===== src/rtl/isoc_pkg.sv =====
package isoc_pkg;
   typedef enum logic [1:0] {
      ST_IDLE  = 2'd0,
      ST_FILL  = 2'd1,
      ST_WTHRU = 2'd2
   } isoc_state_e;

   localparam int unsigned WORD_OFS_W = 2;
endpackage


===== src/rtl/isoc_addr_split.sv =====
module isoc_addr_split #(
   parameter int unsigned WORD_W = 30,
   parameter int unsigned IDX_W  = 4,
   localparam int unsigned TAG_W = WORD_W - IDX_W
) (
   input  logic [WORD_W-1:0] word_addr,
   output logic [IDX_W-1:0]  idx,
   output logic [TAG_W-1:0]  tag
);
   assign idx = word_addr[IDX_W-1:0];
   assign tag = word_addr[WORD_W-1:IDX_W];
endmodule


===== src/rtl/isoc_line_store.sv =====
module isoc_line_store #(
   parameter int unsigned IDX_W  = 4,
   parameter int unsigned TAG_W  = 26,
   parameter int unsigned DATA_W = 32,
   localparam int unsigned LINES = 1 << IDX_W
) (
   input  logic              clk,
   input  logic              rst_n,
   input  logic [IDX_W-1:0]  rd_idx,
   output logic [TAG_W-1:0]  rd_tag,
   output logic [DATA_W-1:0] rd_data,
   output logic              rd_vld,
   input  logic              wr_en,
   input  logic [IDX_W-1:0]  wr_idx,
   input  logic [TAG_W-1:0]  wr_tag,
   input  logic [DATA_W-1:0] wr_data,
   input  logic              wr_vld
);
   logic [TAG_W-1:0]  tag_q  [LINES];
   logic [DATA_W-1:0] data_q [LINES];
   logic              vld_q  [LINES];

   for (genvar gi = 0; gi < LINES; gi++) begin : g_line
      always_ff @(posedge clk or negedge rst_n) begin
         if (!rst_n) begin
            tag_q[gi]  <= '0;
            data_q[gi] <= '0;
            vld_q[gi]  <= 1'b0;
         end else if (wr_en && (wr_idx == IDX_W'(gi))) begin
            tag_q[gi]  <= wr_tag;
            data_q[gi] <= wr_data;
            vld_q[gi]  <= wr_vld;
         end
      end
   end

   assign rd_tag  = tag_q[rd_idx];
   assign rd_data = data_q[rd_idx];
   assign rd_vld  = vld_q[rd_idx];
endmodule


===== src/rtl/isoc_status.sv =====
module isoc_status (
   input  logic clk,
   input  logic rst_n,
   input  logic lookup,
   input  logic perr_set,
   input  logic miss_set,
   input  logic miss_clr,
   output logic stat_miss,
   output logic stat_perr
);
   always_ff @(posedge clk or negedge rst_n) begin
      if (!rst_n) begin
         stat_miss <= 1'b0;
         stat_perr <= 1'b0;
      end else begin
         if (miss_set)      stat_miss <= 1'b1;
         else if (miss_clr) stat_miss <= 1'b0;
         if (perr_set)      stat_perr <= 1'b1;
         else if (lookup)   stat_perr <= 1'b0;
      end
   end
endmodule


===== src/rtl/isoc_cache.sv =====
module isoc_cache
   import isoc_pkg::*;
#(
   parameter int unsigned ADDR_W   = 32,
   parameter int unsigned DATA_W   = 32,
   parameter int unsigned IDX_W    = 4,
   parameter int unsigned SEG_BITS = 3,
   localparam int unsigned BYTES   = DATA_W / 8,
   localparam int unsigned WORD_W  = ADDR_W - WORD_OFS_W,
   localparam int unsigned TAG_W   = WORD_W - IDX_W
) (
   input  logic              clk,
   input  logic              rst_n,
   input  logic              req_valid,
   output logic              req_ready,
   input  logic              req_write,
   input  logic              req_isolate,
   input  logic [ADDR_W-1:0] req_addr,
   input  logic [BYTES-1:0]  req_be,
   input  logic [DATA_W-1:0] req_wdata,
   output logic              rsp_valid,
   output logic [DATA_W-1:0] rsp_rdata,
   input  logic              stat_clr,
   output logic              stat_miss,
   output logic              stat_perr,
   output logic              mem_rd_req,
   output logic              mem_wr_req,
   output logic [ADDR_W-1:0] mem_addr,
   output logic [BYTES-1:0]  mem_be,
   output logic [DATA_W-1:0] mem_wdata,
   input  logic [DATA_W-1:0] mem_rdata,
   input  logic              mem_ack,
   input  logic              mem_perr
);
   localparam logic [WORD_W-1:0] SEG_KEEP = {WORD_W{1'b1}} >> SEG_BITS;

   initial begin
      assert (DATA_W == 8 * (1 << WORD_OFS_W))
         else $fatal(1, "isoc_cache: DATA_W must match the word offset");
      assert (IDX_W >= 1 && IDX_W + SEG_BITS < WORD_W)
         else $fatal(1, "isoc_cache: IDX_W out of range");
      assert (SEG_BITS < WORD_W)
         else $fatal(1, "isoc_cache: SEG_BITS too large");
   end

   isoc_state_e state_q;
   logic [ADDR_W-1:0] lat_addr_q;
   logic [BYTES-1:0]  lat_be_q;
   logic [DATA_W-1:0] lat_wdata_q;
   logic [IDX_W-1:0]  lat_idx_q;
   logic [TAG_W-1:0]  lat_tag_q;
   logic              rsp_valid_q;
   logic [DATA_W-1:0] rsp_data_q;

   logic              accept;
   logic [WORD_W-1:0] eff_word;
   logic [IDX_W-1:0]  q_idx;
   logic [TAG_W-1:0]  q_tag;
   logic [TAG_W-1:0]  rd_tag;
   logic [DATA_W-1:0] rd_data;
   logic              rd_vld;
   logic              hit;
   logic              full_word;
   logic [DATA_W-1:0] merged;
   logic              wr_en;
   logic [IDX_W-1:0]  wr_idx;
   logic [TAG_W-1:0]  wr_tag;
   logic [DATA_W-1:0] wr_data;
   logic              wr_vld;

   assign req_ready = (state_q == ST_IDLE);
   assign accept    = req_valid && req_ready;

   // segment bits are dropped only for diagnostic access
   assign eff_word = req_isolate ? (req_addr[ADDR_W-1:WORD_OFS_W] & SEG_KEEP)
                                 : req_addr[ADDR_W-1:WORD_OFS_W];

   isoc_addr_split #(.WORD_W(WORD_W), .IDX_W(IDX_W)) u_split (
      .word_addr (eff_word),
      .idx       (q_idx),
      .tag       (q_tag)
   );

   isoc_line_store #(.IDX_W(IDX_W), .TAG_W(TAG_W), .DATA_W(DATA_W)) u_store (
      .clk     (clk),
      .rst_n   (rst_n),
      .rd_idx  (q_idx),
      .rd_tag  (rd_tag),
      .rd_data (rd_data),
      .rd_vld  (rd_vld),
      .wr_en   (wr_en),
      .wr_idx  (wr_idx),
      .wr_tag  (wr_tag),
      .wr_data (wr_data),
      .wr_vld  (wr_vld)
   );

   assign hit       = rd_vld && (rd_tag == q_tag);
   assign full_word = &req_be;

   for (genvar gb = 0; gb < BYTES; gb++) begin : g_merge
      assign merged[8*gb +: 8] = req_be[gb] ? req_wdata[8*gb +: 8] : rd_data[8*gb +: 8];
   end

   always_comb begin
      wr_en   = 1'b0;
      wr_idx  = q_idx;
      wr_tag  = q_tag;
      wr_data = req_wdata;
      wr_vld  = 1'b1;
      if (accept && req_write) begin
         if (req_isolate) begin
            wr_en = 1'b1;
            if (!full_word) begin
               wr_tag  = rd_tag;
               wr_data = rd_data;
               wr_vld  = 1'b0;
            end
         end else if (full_word) begin
            wr_en = 1'b1;
         end else if (hit) begin
            wr_en   = 1'b1;
            wr_data = merged;
         end
      end else if (state_q == ST_FILL && mem_ack) begin
         wr_en   = 1'b1;
         wr_idx  = lat_idx_q;
         wr_tag  = lat_tag_q;
         wr_data = mem_rdata;
      end
   end

   always_ff @(posedge clk or negedge rst_n) begin
      if (!rst_n) begin
         state_q     <= ST_IDLE;
         lat_addr_q  <= '0;
         lat_be_q    <= '0;
         lat_wdata_q <= '0;
         lat_idx_q   <= '0;
         lat_tag_q   <= '0;
         rsp_valid_q <= 1'b0;
         rsp_data_q  <= '0;
      end else begin
         rsp_valid_q <= 1'b0;
         unique case (state_q)
            ST_IDLE: begin
               if (accept) begin
                  lat_addr_q  <= req_addr;
                  lat_be_q    <= req_be;
                  lat_wdata_q <= req_wdata;
                  lat_idx_q   <= q_idx;
                  lat_tag_q   <= q_tag;
                  if (req_isolate) begin
                     rsp_valid_q <= 1'b1;
                     rsp_data_q  <= req_write ? '0 : rd_data;
                  end else if (req_write) begin
                     state_q <= ST_WTHRU;
                  end else if (hit) begin
                     rsp_valid_q <= 1'b1;
                     rsp_data_q  <= rd_data;
                  end else begin
                     state_q <= ST_FILL;
                  end
               end
            end
            ST_FILL: begin
               if (mem_ack) begin
                  rsp_valid_q <= 1'b1;
                  rsp_data_q  <= mem_rdata;
                  state_q     <= ST_IDLE;
               end
            end
            ST_WTHRU: begin
               if (mem_ack) begin
                  rsp_valid_q <= 1'b1;
                  rsp_data_q  <= '0;
                  state_q     <= ST_IDLE;
               end
            end
            default: state_q <= ST_IDLE;
         endcase
      end
   end

   isoc_status u_status (
      .clk       (clk),
      .rst_n     (rst_n),
      .lookup    (accept),
      .perr_set  (state_q == ST_FILL && mem_ack && mem_perr),
      .miss_set  (accept && req_isolate && !req_write && !hit),
      .miss_clr  (stat_clr),
      .stat_miss (stat_miss),
      .stat_perr (stat_perr)
   );

   assign rsp_valid  = rsp_valid_q;
   assign rsp_rdata  = rsp_data_q;
   assign mem_rd_req = (state_q == ST_FILL);
   assign mem_wr_req = (state_q == ST_WTHRU);
   assign mem_addr   = lat_addr_q;
   assign mem_be     = lat_be_q;
   assign mem_wdata  = lat_wdata_q;
endmodule


===== config.mk =====
export PLATFORM = sky130hd
export DESIGN_NAME = isoc_cache
export DESIGN_NICKNAME = d
export VERILOG_FILES = /design/src/rtl/isoc_pkg.sv /design/src/rtl/isoc_addr_split.sv /design/src/rtl/isoc_line_store.sv /design/src/rtl/isoc_status.sv /design/src/rtl/isoc_cache.sv
export SDC_FILE = /design/constraint.sdc
export NUM_CORES = 2
export LEC_CHECK = 0
export BUFFER_PORTS_ARGS = -buffer_cell sky130_fd_sc_hd__clkbuf_2
export CAP_MARGIN = 10
export CORE_MARGIN = 2
export CORE_UTILIZATION = 40
export DETAILED_ROUTE_END_ITERATION = 8
export RECOVER_POWER = 50
export SETUP_SLACK_MARGIN = 0.15
export SLEW_MARGIN = 30
export SYNTH_ARGS = -nofsm -noshare
export SYNTH_HDL_FRONTEND = slang
export SYNTH_HIERARCHICAL = 1
export SYNTH_SLANG_ARGS = --single-unit
export TNS_END_PERCENT = 5

===== constraint.sdc =====
create_clock -name clk -period 6.1 [get_ports clk]
set_input_delay 0 -clock clk [delete_from_list [all_inputs] [get_ports clk]]
set_output_delay 0 -clock clk [all_outputs]
set_load 0.01 [all_outputs]

* After elaboration in Yosys (flattened, before gate mapping)
Index checks and enable logic that the tools add are counted.
Storage, ports and cells: word-level logic and storage cells 179, bits in registers 1079
Cells by class: equality and inequality tests 26, multiplexer cells 57, bitwise gates (word level) 1, order comparisons 1, reductions and logical operators 36
Operators with widths (number):
- $mux 32 | 15
- $mux 26 | 6
- $bmux 32 s4 | 1
- $bmux 26 s4 | 1
- $pmux 32 s3 | 1
- $eq 4x4->1 const B | 8
- $mux 8 | 4
- $mux 30 | 1
- $eq 26x26->1 | 1
- $logic_and 1x1->1 | 24
- $mux 1 | 18
- $eq 4x3->1 const B | 4
- $mux 2 | 5
- $eq 4x2->1 const B | 2
- $mux 4 | 2
- $ne 2x1->1 const B | 4
- $reduce_and 4->1 | 2
- $reduce_and 6->1 | 1
- $ge 5x5->1 const B | 1
- $not 4->5 | 1
- $bmux 1 s4 | 1
- $eq 4x1->1 const B | 1
- $logic_not 4->1 | 1
- $pmux 2 s2 | 1
- other kinds (13) | 15

* Longest topological paths before layout
depth after elaboration 12, gate-level depth with buffers 19, mapped depth without buffers 11

* By module
The synthesis kept the hierarchy.
Modules (own cells, without submodules):
- isoc_line_store | area each 42004.0 um^2, instances 1, cells an instance 2569
- isoc_cache | area each 8390.5 um^2, instances 1, cells an instance 788
- isoc_addr_split | area each 225.2 um^2, instances 1, cells an instance 30
- isoc_status | area each 72.6 um^2, instances 1, cells an instance 6

* Worst setup path after synthesis
Ideal clock, no wire load.
kind input port to flip-flop, start point in req_addr[2], end point reg u_store/tag_q[327] in the netlist's numbering, path buffers 8, setup time 125 ps, arrival 4070 ps, setup slack 1906 ps, stages 19, cells stage by stage buf_4 > buf_2 > buf_4 > buf_2 > mux4_2 > a22oi_1 > nand2_1 > xnor2_1 > nand4_1 > nor4_2 > clkbuf_1 > a31oi_1 > a31oi_1 > nor3b_2 > and3_1 > buf_2 > buf_2 > buf_4 > mux2_2
On the way: longest elaborated chain between the ends 12, elaborated cells between the ends (all ways) 21, those cells by class eq/ne: 2; mux: 16; bitwise: 1; reduce/logical: 2
Ends and longest elaborated chain:
- start, declared | RTL line isoc_cache.sv:18 | input logic [ADDR_W-1:0] req_addr,
- $mux 30 | RTL line isoc_cache.sv:75 | assign eff_word = req_isolate ? (req_addr[ADDR_W-1:WORD_OFS_W] & SEG_KEEP)
- $not 4->5 (not written as such) | RTL line isoc_line_store.sv:37 | assign rd_tag = tag_q[rd_idx];
- $bmux 26 s4 | RTL line isoc_line_store.sv:37
- $mux 26 (not written as such) (2 in a row) | RTL line isoc_line_store.sv:37
- net rd_tag[0] | RTL line isoc_cache.sv:59 | logic [TAG_W-1:0] rd_tag;
- $eq 26x26->1 | RTL line isoc_cache.sv:98 | assign hit = rd_vld && (rd_tag == q_tag);
- $logic_and 1x1->1 | RTL line isoc_cache.sv:98
- $mux 1 | RTL line isoc_cache.sv:121 | end else if (hit) begin
- $mux 1 | RTL line isoc_cache.sv:119 | end else if (full_word) begin
- $mux 1 | RTL line isoc_cache.sv:112 | if (req_isolate) begin
- $mux 1 | RTL line isoc_cache.sv:111 | if (accept && req_write) begin
- net wr_en | RTL line isoc_cache.sv:65 | logic wr_en;
- $logic_and 1x1->1 | RTL line isoc_line_store.sv:29 | end else if (wr_en && (wr_idx == IDX_W'(gi))) begin
- end signal, assigned by index | RTL line isoc_line_store.sv:30 | tag_q[gi] <= wr_tag;
- end, declared | RTL line isoc_line_store.sv:19 | logic [TAG_W-1:0] tag_q [LINES];
The timed path passes the listed nets, and every way through them passes these cells. The select of a mux whose other input is x is not followed. A chain may end at the register's enable or synchronous reset.

* Worst setup path after layout
start point in req_addr[2], end point reg u_store/data_q[226] in the netlist's numbering
On the way: longest elaborated chain between the ends 12, elaborated cells between the ends (all ways) 27, those cells by class eq/ne: 2; mux: 22; bitwise: 1; reduce/logical: 2
Ends and longest elaborated chain:
- $mux 30 | RTL line isoc_cache.sv:75
- $not 4->5 (not written as such) | RTL line isoc_line_store.sv:37
- $bmux 26 s4 | RTL line isoc_line_store.sv:37
- $mux 26 (not written as such) (2 in a row) | RTL line isoc_line_store.sv:37
- net rd_tag[24] | RTL line isoc_cache.sv:59
- $eq 26x26->1 | RTL line isoc_cache.sv:98
- $logic_and 1x1->1 | RTL line isoc_cache.sv:98
- $mux 1 | RTL line isoc_cache.sv:121
- $mux 1 | RTL line isoc_cache.sv:119
- $mux 1 | RTL line isoc_cache.sv:112
- $mux 1 | RTL line isoc_cache.sv:111
- net wr_en | RTL line isoc_cache.sv:65
- $logic_and 1x1->1 | RTL line isoc_line_store.sv:29
- end signal, assigned by index | RTL line isoc_line_store.sv:31 | data_q[gi] <= wr_data;
- end, declared | RTL line isoc_line_store.sv:20 | logic [DATA_W-1:0] data_q [LINES];
The timed path passes the listed nets, and every way through them passes these cells. The select of a mux whose other input is x is not followed.

==> impl_results.rst <==
.. list-table::
   :header-rows: 1

   * - Metric
     - Value
   * - Count of flip-flops with a built-in enable after synthesis
     - 0
   * - Final instance count without filler cells
     - 5367
   * - Via count of the first global-routing pass
     - 32.5k
   * - Final setup skew
     - 32.8 ps
   * - Commonest register cell after synthesis
     - dfrtp_1
   * - Detailed Place HPWL
     - 78.7 mm
   * - Cells on Worst Hold Path
     - 3
   * - Pwr/cell area
     - 463 nW/um2
   * - Timing-limited maximum frequency
     - 190 MHz
   * - Iter 0 DRT Violations
     - 2126
   * - Slowest stage delay, CP
     - 740 ps
   * - Area of the core
     - 126000 um2
   * - Worst path cell trace
     - dlygate4sd3_1, buf_8, buf_12, mux4_2, a22oi_1, nand2_1, xnor2_1, nand4_1, nor4_4, a31oi_1, a31oi_1, nand3b_1, or3_4, buf_12, mux2_2
   * - Overall via count from detail_route
     - 30.9k
   * - Vias/cell
     - 5.75
   * - Global route overflow
     - 0
   * - Register bit count reported by yosys
     - 1079
   * - Part of the total power dissipated in combinational logic
     - 0.294
   * - Area growth from synthesis to final layout
     - 15.3%
   * - Number of failing setup endpoints in the final timing report
     - 0
   * - Shortest period the worst path allows
     - 5250 ps
   * - Total negative setup slack
     - 0 ps
   * - VDD IR-drop max
     - 0.248 mV
   * - Share of synthesized cell area in and, or, nand and nor gates
     - 0.0265
   * - Sw Share
     - 0.291
   * - Syn avg cell area
     - 14.9 um2
   * - Synth Area in Compound Gates
     - 0.0410
   * - Max FO, Critical Path
     - 50
   * - Drt wl/cell
     - 25.8 um
   * - Number of failing hold endpoints at the final stage
     - 0
   * - Max-cap viol count
     - 9
   * - CTS Buffer Depth
     - 3
   * - Post-synthesis share of cell area spent on xor and xnor gates
     - 0.00449
   * - Vert. Die Dim
     - 360 um
   * - Worst-case setup slack after placement
     - 747 ps
   * - Combinational family with the most area after synthesis
     - multiplexers
   * - Initial core utilization
     - 0.403
   * - WP data arrival
     - 5840 ps
   * - Clock tree from TritonCTS
     - yes
   * - Headroom to the max-slew limit
     - -1.53
   * - Class of the tightest hold or removal check
     - in -> reg
   * - Final RePlAce weighted congestion
     - 0.759
   * - Clock transition time at the flip-flop clock pins of the worst setup and hold paths
     - 60 ps
   * - Post-synthesis net count
     - 3505
   * - Final setup slack of the worst path
     - 846 ps
   * - Placed Instances
     - 5040
   * - Width of the die
     - 360 um
   * - Inserted Clock Buffers
     - 115
   * - Pin count of the biggest net entering global routing
     - 179
   * - Number of antenna violations at the first check in global routing
     - 1
   * - Clock latency reported for the late side of the worst-skew pair
     - 740 ps
   * - Adder-cell area share of the yosys netlist
     - 0.000987
   * - Number of remaining DRC errors
     - 0
   * - Wire length of the first global-routing pass
     - 212 mm
   * - Category of the critical setup timing path
     - in -> reg
   * - Number of nets in the layout
     - 3734
   * - Row cnt
     - 130
   * - Syn Inst Count
     - 3393
   * - CP max stage cell
     - or3_4
   * - Buffers on Ports
     - 213
   * - All-layer global routing usage
     - 0.214
   * - Part of the total power dissipated in the clock network
     - 0.266
   * - Yosys synthesis warning count
     - 6
   * - CP startpoint kind
     - input pin
   * - Switching pwr
     - 0.00788 W
   * - Async SR Flop Fraction
     - 1.00
   * - Fraction of final layout cells sized beyond drive strength 1
     - 0.482
   * - CP endpoint kind
     - flop
   * - Mux share of post-synthesis cell area
     - 0.362
   * - Commonest non-fill, non-tap cell in the layout
     - dfrtp_1
   * - Sink Count
     - 1079
   * - Result of the run
     - complete, but fails checks
   * - Post-route fraction of the period consumed by the critical path
     - 0.861
   * - Fin Hold WS
     - 60.2 ps
   * - Slew at the pin closest to its max-slew limit
     - 3800 ps
   * - Count of cell types in the netlist
     - 45
   * - CP Data Required Time
     - 6690 ps
   * - First drt pass iteration count
     - 5
   * - Part of the Yosys area used for sequential elements
     - 0.533
   * - Violations in the final reports
     - max-capacitance violations, max-slew violations
   * - Pleak
     - 26.3 nW
   * - Clock Root Buffer
     - clkbuf_16
   * - Clock H-tree levels
     - 3
   * - Internal portion of total power
     - 0.0192 W
   * - Setup repair after global routing missed its margin
     - no
   * - Cell Area, Synth
     - 50700 um2
   * - Post-cts repair resize count
     - 0
   * - Max-slew violation total from the final report
     - 737
   * - Sequential Power Share
     - 0.440
   * - Number of placed I/O pins
     - 214
   * - Count of cells along the worst register-to-register path
     - 11
   * - Most frequent cells in the layout
     - dfrtp_1 (1079), mux2_2 (1057), mux4_2 (236)
   * - Die outline area
     - 130000 um2
   * - Residual antenna-violating net count after detailed routing
     - 0
   * - DRT Wirelength
     - 138 mm
## flip-flops by register name, indices dropped and copies added (netlist names)
| name | flops |
|---|---|
| mem_addr | 32 |
| u_store/vld_q | 16 |
| state_q | 2 |
| u_status/stat_perr | 1 |
| lat_idx_q | 4 |
| rsp_valid | 1 |
| u_store/tag_q | 416 |
| mem_be | 4 |
| lat_tag_q | 26 |
| mem_wdata | 32 |
| rsp_rdata | 32 |
| u_status/stat_miss | 1 |
| u_store/data_q | 512 |
## critical path: cells and delay by family
kind	cells	cell delay (ps)
xor+xnor	1	300
compound gates	3	890
buf+inv	4	1680
mux	2	860
simple gates	5	2010
## kinds of logic after synthesis
kind of cell / after synthesis
flops: 1079
compound gates: 288
fa+ha+maj: 4
mux: 1379
xor+xnor: 26
simple gates: 276
buf+inv: 341
## worst paths after layout
path	from	slack, ps	endpoint
max in group asynchronous	rst_n	1320	u_store/tag_q[197]
hold reg to reg	rsp_rdata[0]	490	rsp_rdata[0]
min in group asynchronous	rst_n	460	u_store/tag_q[408]
hold / removal	req_addr[0]	60	mem_addr[0]
setup / recovery	req_addr[2]	850	u_store/data_q[226]
setup reg to reg	state_q[0]	1020	u_store/data_q[286]
## per-layer routing
layer | GRT usage | part of all wire | vias to the layer above
met3 | 0.0345 | 0.052 | 205
met2 | 0.340 | 0.47 | 782
met5 | 0 | 0 | -
li1 | - | - | 13108
met4 | 0.0522 | 0.022 | 0
met1 | 0.308 | 0.45 | 16766
## power by group through the flow
stage	Sequential [W]	Combinational (W)	Clock [W]
6_report	0.0119	0.00796	0.00720
5_1_grt	0.0123	0.00858	0.00768
4_1_cts	0.0119	0.00807	0.00738
3_5_place_dp	0.0120	0.00798	0
3_3_place_gp	0.0119	0.00771	0
2_1_floorplan	0.0116	0.00601	0
## cells in the mapped netlist (5+ instances only)
library cell  instances  share of area
buf_4                40         0.0059
mux2_2             1057           0.23
buf_2               116          0.011
mux4_2              236           0.10
a21oi_1              37         0.0037
nor2b_1               6        0.00074
buf_1                23         0.0017
dfrtp_1            1079           0.53
xnor2_1              23         0.0040
buf_6                 5         0.0011
nor4_4                5         0.0021
mux2i_1              33         0.0065
nand2_1             150          0.011
nor2_1               46         0.0034
a22o_1               32         0.0055
mux2_4               50          0.015
inv_1                 9        0.00067
o211ai_1             33         0.0049
nand4_1              38         0.0047
a22oi_1             144          0.021
and2_1                6        0.00074
clkbuf_1            145          0.011
and3_1                5        0.00062
a31oi_1              34         0.0042
## final cells by class
| cell class | count | area, um2 |
|---|---|---|
| Inverter | 9 | 33.8 |
| Antenna cell | 1 | 2.50 |
| Sequential cell | 1079 | 27000 |
| Clock buffer | 178 | 3560 |
| Multi-Input combinational cell | 1973 | 22200 |
| Timing Repair Buffer | 444 | 3230 |
| Clock inverter | 33 | 374 |
| Tap cell | 1650 | 2060 |
| Fill cell | 10939 | 67300 |
## stage by stage
stage	total power (W)	utilization	instance area, um2
floorplan	0.0176	-	50700
global placement	0.0196	0.424	53400
detailed placement	0.0200	0.426	53600
CTS	0.0273	0.466	58600
global route	0.0286	0.465	58500
finish	0.0271	0.465	58500
## timing repair
item | in CTS | in global routing
buffers inserted | 0 | 0
hold buffers | 112 | 0
endpoints found under the hold margin | 276 | 0
No activity file was read; power rests on OpenSTA's default activity.
